### src/rtl/pbool_pkg.sv
package pbool_pkg;
  localparam int REG_CNT = 16;
  localparam int IDX_W   = $clog2(REG_CNT);

  // operator selector byte, bits [31:24]
  localparam logic [7:0] SEL_AND  = 8'h70;
  localparam logic [7:0] SEL_OR   = 8'hB0;
  localparam logic [7:0] SEL_XOR  = 8'hD0;
  localparam logic [7:0] SEL_ANDN = 8'hA0;
  localparam logic [7:0] SEL_ORN  = 8'hC0;
  localparam logic [7:0] SEL_NOT  = 8'hE0;

  // class byte bits [23:17]; bit 16 doubles as the destination MSB
  localparam logic [6:0] CLS_HI = 7'h08;  // 0x10 / 0x11
  localparam logic [6:0] CLS_LO = 7'h00;  // 0x00

  typedef enum logic [2:0] {
    OP_AND, OP_OR, OP_XOR, OP_ANDN, OP_ORN, OP_NOT
  } op_e;

  typedef struct packed {
    logic             wrMask;
    logic             wrBit;
    logic             illegal;
    op_e              op;
    logic [IDX_W-1:0] dst;
    logic [IDX_W-1:0] srcA;
    logic [IDX_W-1:0] srcB;
  } strobe_t;
endpackage

### src/rtl/pbool_decode.sv
module pbool_decode
  import pbool_pkg::*;
(
  input  logic        clk,
  input  logic        rstN,
  input  logic        instValid,
  input  logic [31:0] instWord,
  output strobe_t     strb
);
  logic [7:0] selByte;
  logic [6:0] clsBits;
  logic       fixedOk;
  logic       isMask;
  logic       isBit;
  op_e        opSel;

  assign selByte = instWord[31:24];
  assign clsBits = instWord[23:17];
  // bits of the template not covered by any register field must be zero
  assign fixedOk = (instWord[12] == 1'b0) && (instWord[7:4] == 4'h0);

  always_comb begin
    isMask = 1'b0;
    isBit  = 1'b0;
    opSel  = OP_AND;
    unique case (selByte)
      SEL_AND: begin
        opSel  = OP_AND;
        isMask = (clsBits == CLS_HI);
      end
      SEL_OR: begin
        opSel  = OP_OR;
        isMask = (clsBits == CLS_HI);
      end
      SEL_XOR: begin
        opSel  = OP_XOR;
        isMask = (clsBits == CLS_LO);
      end
      SEL_ANDN: begin
        opSel  = OP_ANDN;
        isMask = (clsBits == CLS_LO);
        isBit  = (clsBits == CLS_HI);
      end
      SEL_ORN: begin
        opSel  = OP_ORN;
        isMask = (clsBits == CLS_LO);
        isBit  = (clsBits == CLS_HI);
      end
      SEL_NOT: begin
        opSel  = OP_NOT;
        isMask = (clsBits == CLS_HI) && !instWord[16];
        isBit  = (clsBits == CLS_HI) &&  instWord[16];
      end
      default: begin
        opSel = OP_AND;
      end
    endcase
  end

  always_comb begin
    strb.op      = opSel;
    strb.dst     = instWord[16:13];
    strb.srcA    = instWord[3:0];
    strb.srcB    = instWord[11:8];
    strb.wrMask  = instValid && fixedOk && isMask;
    strb.wrBit   = instValid && fixedOk && isBit;
    strb.illegal = instValid && !(fixedOk && (isMask || isBit));
  end


  one_strobe_chk: assert property (@(posedge clk) disable iff (!rstN)
    $onehot0({strb.wrMask, strb.wrBit, strb.illegal}));


  idle_quiet_chk: assert property (@(posedge clk) disable iff (!rstN)
    !instValid |-> !(strb.wrMask || strb.wrBit || strb.illegal));
endmodule

### src/rtl/pbool_datapath.sv
module pbool_datapath
  import pbool_pkg::*;
#(
  parameter int MASK_W = 64
) (
  input  logic              clk,
  input  logic              rstN,
  input  strobe_t           strb,
  input  logic              ldMaskEn,
  input  logic              ldBitEn,
  input  logic [IDX_W-1:0]  ldIdx,
  input  logic [MASK_W-1:0] ldMaskData,
  input  logic              ldBitData,
  input  logic [IDX_W-1:0]  rdMaskIdxA,
  output logic [MASK_W-1:0] rdMaskDataA,
  input  logic [IDX_W-1:0]  rdMaskIdxB,
  output logic [MASK_W-1:0] rdMaskDataB,
  input  logic [IDX_W-1:0]  rdBitIdx,
  output logic              rdBitData,
  output logic              illegal
);
  logic [MASK_W-1:0] maskQ [REG_CNT];
  logic              bitQ  [REG_CNT];
  logic [MASK_W-1:0] opA, opB, maskRes;
  logic              bitA, bitB, bitRes;
  logic              illegalQ;

  assign opA  = maskQ[strb.srcA];
  assign opB  = maskQ[strb.srcB];
  assign bitA = bitQ[strb.srcA];
  assign bitB = bitQ[strb.srcB];

  always_comb begin
    unique case (strb.op)
      OP_AND:  maskRes = opA & opB;
      OP_OR:   maskRes = opA | opB;
      OP_XOR:  maskRes = opA ^ opB;
      OP_ANDN: maskRes = opA & ~opB;
      OP_ORN:  maskRes = opA | ~opB;
      OP_NOT:  maskRes = ~opA;
      default: maskRes = '0;
    endcase
  end

  always_comb begin
    unique case (strb.op)
      OP_ANDN: bitRes = bitA & ~bitB;
      OP_ORN:  bitRes = bitA | ~bitB;
      OP_NOT:  bitRes = ~bitA;
      default: bitRes = 1'b0;
    endcase
  end

  for (genvar g = 0; g < REG_CNT; g++) begin : g_reg
    always_ff @(posedge clk or negedge rstN) begin
      if (!rstN) begin
        maskQ[g] <= '0;
      end else if (strb.wrMask && strb.dst == IDX_W'(g)) begin
        maskQ[g] <= maskRes;
      end else if (ldMaskEn && ldIdx == IDX_W'(g)) begin
        maskQ[g] <= ldMaskData;
      end
    end

    always_ff @(posedge clk or negedge rstN) begin
      if (!rstN) begin
        bitQ[g] <= 1'b0;
      end else if (strb.wrBit && strb.dst == IDX_W'(g)) begin
        bitQ[g] <= bitRes;
      end else if (ldBitEn && ldIdx == IDX_W'(g)) begin
        bitQ[g] <= ldBitData;
      end
    end
  end

  always_ff @(posedge clk or negedge rstN) begin
    if (!rstN) illegalQ <= 1'b0;
    else       illegalQ <= strb.illegal;
  end

  assign rdMaskDataA = maskQ[rdMaskIdxA];
  assign rdMaskDataB = maskQ[rdMaskIdxB];
  assign rdBitData   = bitQ[rdBitIdx];
  assign illegal     = illegalQ;


  mask_not_chk: assert property (@(posedge clk) disable iff (!rstN)
    (strb.wrMask && strb.op == OP_NOT) |=>
      maskQ[$past(strb.dst)] == ~$past(maskQ[strb.srcA]));


  bit_andn_chk: assert property (@(posedge clk) disable iff (!rstN)
    (strb.wrBit && strb.op == OP_ANDN) |=>
      bitQ[$past(strb.dst)] == ($past(bitQ[strb.srcA]) & ~$past(bitQ[strb.srcB])));


  illegal_hold_chk: assert property (@(posedge clk) disable iff (!rstN)
    (strb.illegal && !(ldMaskEn && ldIdx == strb.dst)) |=>
      maskQ[$past(strb.dst)] == $past(maskQ[strb.dst]));


  load_yield_chk: assert property (@(posedge clk) disable iff (!rstN)
    (strb.wrMask && ldMaskEn && ldIdx == strb.dst && strb.op == OP_XOR) |=>
      maskQ[$past(strb.dst)] == ($past(maskQ[strb.srcA]) ^ $past(maskQ[strb.srcB])));
endmodule

### src/rtl/pred_bool_alu.sv
module pred_bool_alu
  import pbool_pkg::*;
#(
  parameter int MASK_W = 64
) (
  input  logic              clk,
  input  logic              rstN,
  input  logic              instValid,
  input  logic [31:0]       instWord,
  input  logic              ldMaskEn,
  input  logic              ldBitEn,
  input  logic [IDX_W-1:0]  ldIdx,
  input  logic [MASK_W-1:0] ldMaskData,
  input  logic              ldBitData,
  input  logic [IDX_W-1:0]  rdMaskIdxA,
  output logic [MASK_W-1:0] rdMaskDataA,
  input  logic [IDX_W-1:0]  rdMaskIdxB,
  output logic [MASK_W-1:0] rdMaskDataB,
  input  logic [IDX_W-1:0]  rdBitIdx,
  output logic              rdBitData,
  output logic              illegal
);
  strobe_t strb;

  pbool_decode u_decode (
    .clk       (clk),
    .rstN      (rstN),
    .instValid (instValid),
    .instWord  (instWord),
    .strb      (strb)
  );

  pbool_datapath #(.MASK_W(MASK_W)) u_datapath (
    .clk         (clk),
    .rstN        (rstN),
    .strb        (strb),
    .ldMaskEn    (ldMaskEn),
    .ldBitEn     (ldBitEn),
    .ldIdx       (ldIdx),
    .ldMaskData  (ldMaskData),
    .ldBitData   (ldBitData),
    .rdMaskIdxA  (rdMaskIdxA),
    .rdMaskDataA (rdMaskDataA),
    .rdMaskIdxB  (rdMaskIdxB),
    .rdMaskDataB (rdMaskDataB),
    .rdBitIdx    (rdBitIdx),
    .rdBitData   (rdBitData),
    .illegal     (illegal)
  );
endmodule

### config.mk
export PLATFORM = sky130hd
export DESIGN_NAME = pred_bool_alu
export DESIGN_NICKNAME = d
export VERILOG_FILES = /design/src/rtl/pbool_pkg.sv /design/src/rtl/pbool_decode.sv /design/src/rtl/pbool_datapath.sv /design/src/rtl/pred_bool_alu.sv
export SDC_FILE = /design/constraint.sdc
export NUM_CORES = 2
export LEC_CHECK = 0
export ABC_CLOCK_PERIOD_IN_PS = 2830
export BUFFER_PORTS_ARGS = -buffer_cell sky130_fd_sc_hd__buf_2
export CAP_MARGIN = 15
export CORE_ASPECT_RATIO = 0.75
export CORE_MARGIN = 2
export CORE_UTILIZATION = 40
export CTS_CLUSTER_DIAMETER = 60
export DETAILED_ROUTE_END_ITERATION = 10
export PLACE_DENSITY = 0.63
export REMOVE_ABC_BUFFERS = 1
export SYNTH_ARGS = -nofsm -noshare
export SYNTH_HDL_FRONTEND = slang
export SYNTH_HIERARCHICAL = 1
export SYNTH_SLANG_ARGS = --single-unit
### constraint.sdc
create_clock -name clk -period 2.83 [get_ports clk]
set_clock_uncertainty 0.2 [all_clocks]
set_input_delay 0.4245 -clock clk [delete_from_list [all_inputs] [get_ports clk]]
set_output_delay 0.4245 -clock clk [all_outputs]
set_load 0.05 [all_outputs]
==> flow_summary.ini <==
[place]
io_buffers = 247
gp_routability_congestion = 0.995
detailed_place.area_um2 = 103000
dp_hpwl_um = 273000

[min_path]
holdCritStartpoint = ldMaskData[2]
worst_hold_path_type = in2reg
min_delay_path_depth = 4
worstHoldEndpoint = u_datapath/maskQ[898]

[global_routing]
antenna_violations_before_repair = 11
number_of_global_route_vias_before_repair = 82539
global_route.overflow_total = 0
grt_first_pass_wirelength_um = 590000
grtUsageTotal_pct = 35.3
grt_max_degree = 135

[sta]
worst_slew_pin_slew_ps = 987
final.hold.worst_slack_ps = 45.3
slew_margin_rel_pct = 34.2
setup_tns_ps = -38210
maxClockFrequency_mhz = 307
rsz0062_at_grt = yes
post-route-worst-setup-slack_ps = -427
slew_viol_final = 0
post-route-period-util_pct = 115
final-setup-viol-count = 153
timing_hold_violations_final = 0
period_minus_slack_ps = 3260

[setup_path]
reg2reg_depth = 10
start_kind = register
worst_ep_required_time_ps = 2210
r2r_end = u_datapath/maskQ[374]
crit_path_max_fanout = 4
worst-endpoint-arrival_ps = 2630
flop_to_flop_setup_slack_ps = 70
worstSetupEndpointType = primary output
crit-reg2reg-launch = u_datapath/maskQ[54]
crit_type = reg2out

[layout]
final_design_utilization_pct = 50.5
layout_common_cells = 1,352 x mux2i_1, 964 x dfrtp_1, 915 x mux4_2
drive_above_1_share_pct = 34.3
final_nets = 9033
area_delta_synth_final_pct = 25.8
layout_commonest_cell = mux2i_1
final_area_um2 = 112000

[yosys]
yosys.area.top_type = dfrtp_1
synth.avg_cell_area_um2 = 11.0
ys_dominant_reg_cell = dfrtp_1
asyncSetResetFlopFracSynth_pct = 100
post_synth_main_area_contributors = dfrtp_1 29%, mux4_2 23%, mux2i_1 15%
synth_seq_cells = 1041
synth.yosys.seq_area_share_pct = 29.1
yosysTopAreaCellShare_pct = 29.1
number_of_instances_in_the_synthesized_netlist = 8112
synth_enable_flop_cells = 0
ys_warn_count = 6
synth_cell_type_count = 72
synthesis.area_um2 = 89400

[pwr]
switching_share_pct = 37.8
switchingPower_w = 0.0270
power-per-cell-area_nw_per_um2 = 634
power.combinational.fraction_pct = 41.8
intPower_w = 0.0443
power_frac_seq_pct = 31.9
clockPowerShare_pct = 26.3
power.ir.vdd_worst_mv = 0.535
power_leakage_nw = 49.7

[die]
fp-row-count = 150
initial_core_util_pct = 40.2
floorplan.core_area_um2 = 223000
design.portCount = 248
die_height_um = 413
horizontal_die_dimension_um = 550
die_area_um2 = 227000

[route]
firstDrtPassIters = 9
routed_wl_um = 417000
total_vias_in_the_final_route = 84830
avgViaCountPerCell = 7.08
detail-route-antenna-nets = 0
avgRoutedWirePerCell_um = 34.8
drcViolationCount = 0
first_iter_violations = 12740

[cts]
numCtsBuffers = 139
clock_tree.buffer_depth = 4
clkSlewWorstSetupHoldPaths_ps = 70
clkLatencyLatePin_ps = 840
clock-sinks = 1041
clock_tree.root_cell = clkbuf_16
cts-htree-levels = 4
tritoncts = done

[outcome]
violations = setup timing
status = finished, violations left

[job]
maxCapViolCount = 0
## worst max path at each step
stage                                      from                    end  slack, ps  depth (start not counted)
after floorplan                     instWord[5]  u_datapath/maskQ[789]      -4360                          8
after global placement              instWord[5]  u_datapath/maskQ[853]      -1030                         12
after global routing      u_datapath/maskQ[351]        rdMaskDataB[31]       -450                          3
after CTS                 u_datapath/maskQ[817]        rdMaskDataB[49]       -420                          3
final                     u_datapath/maskQ[351]        rdMaskDataB[31]       -430                          3
after detailed placement            instWord[5]  u_datapath/maskQ[881]       -930                         10
## state kept, by name, indices dropped and copies added, names as in the netlist
signal              count
u_datapath/maskQ     1024
u_datapath/bitQ        16
u_datapath/illegal      1
## metrics by stage
stage / power, W / setup slack [ps] / cells
2_1_floorplan: 0.0392 / -4360 / 7154
3_3_place_gp: 0.0483 / -1030 / 11367
3_5_place_dp: 0.0492 / -931 / 11367
4_1_cts: 0.0700 / -423 / 11875
5_1_grt: 0.0739 / -447 / 11974
6_report: 0.0713 / -427 / 11978
## kinds of logic (layout without fill, tap and decap cells)
logic type,after synthesis,in the layout,share of synthesized area [%]
AND/OR/NAND/NOR,1422,1422,7.33
XOR/XNOR,2,2,0.0196
AO/OA/AOI/OAI,2319,2319,18.9
buffers and inverters,966,1861,5.22
flip-flops,1041,1041,29.1
multiplexers,2362,2362,39.4
other,0,7,0
## layout make-up
class,instances,area (um2)
antenna,7,17.5
clock buffer,176,3820
clock inverter,57,763
fill,19387,110000
inverter,8,38.8
multi-input combinational,6105,59300
sequential,1041,26100
tap,2964,3710
timing repair buffer,1620,18600
## per-layer routing
metal / wire length (um) / GRT usage [%] / vias to the layer above
met1: 151000 / 45.8 / 42364
met5: 76 / 0.147 / -
met3: 63400 / 13.1 / 1767
met2: 175000 / 51.0 / 7371
li1: - / - / 33316
met4: 27300 / 19.0 / 12
## power groups by stage
stage	Combinational, W	Sequential (W)	Clock (W)
floorplan	0.0181	0.0211	0
global placement	0.0258	0.0225	0
detailed placement	0.0264	0.0228	0
CTS	0.0288	0.0225	0.0188
global route	0.0314	0.0232	0.0194
finish	0.0298	0.0228	0.0187
## synth_stat cells (9+ instances only)
master,number
a211o_1,22
a211oi_1,368
a21o_1,608
a21oi_1,380
a21oi_2,32
a21oi_4,22
a221oi_1,214
a22o_1,33
a22oi_1,240
a31oi_1,10
buf_1,75
buf_12,9
buf_2,76
buf_4,64
buf_6,70
clkbuf_1,661
dfrtp_1,1041
mux2_2,95
mux2i_1,1352
mux4_2,915
nand2_1,285
nand2b_1,19
nor2_1,667
nor2b_1,366
o211a_1,22
o211ai_1,38
o211ai_2,31
o21a_1,69
o21ai_0,173
o31ai_1,14
o32ai_1,10
or2_2,38
## worst max-delay path, stage by stage (launching register included)
cell and delay (ps):
dfrtp_1 440, mux4_2 530, mux4_2 620, buf_8 200
## what timing repair did
action                                  4_1_cts  5_1_grt
pin swaps                                     0       26
hold buffers                                 73        0
gates cloned                                  2       13
gates resized for setup                     312      145
hold endpoints to repair                   1578        0
endpoints found under the setup margin      340     1078
setup buffers                               200       84
(Power assumes the default switching activity.)
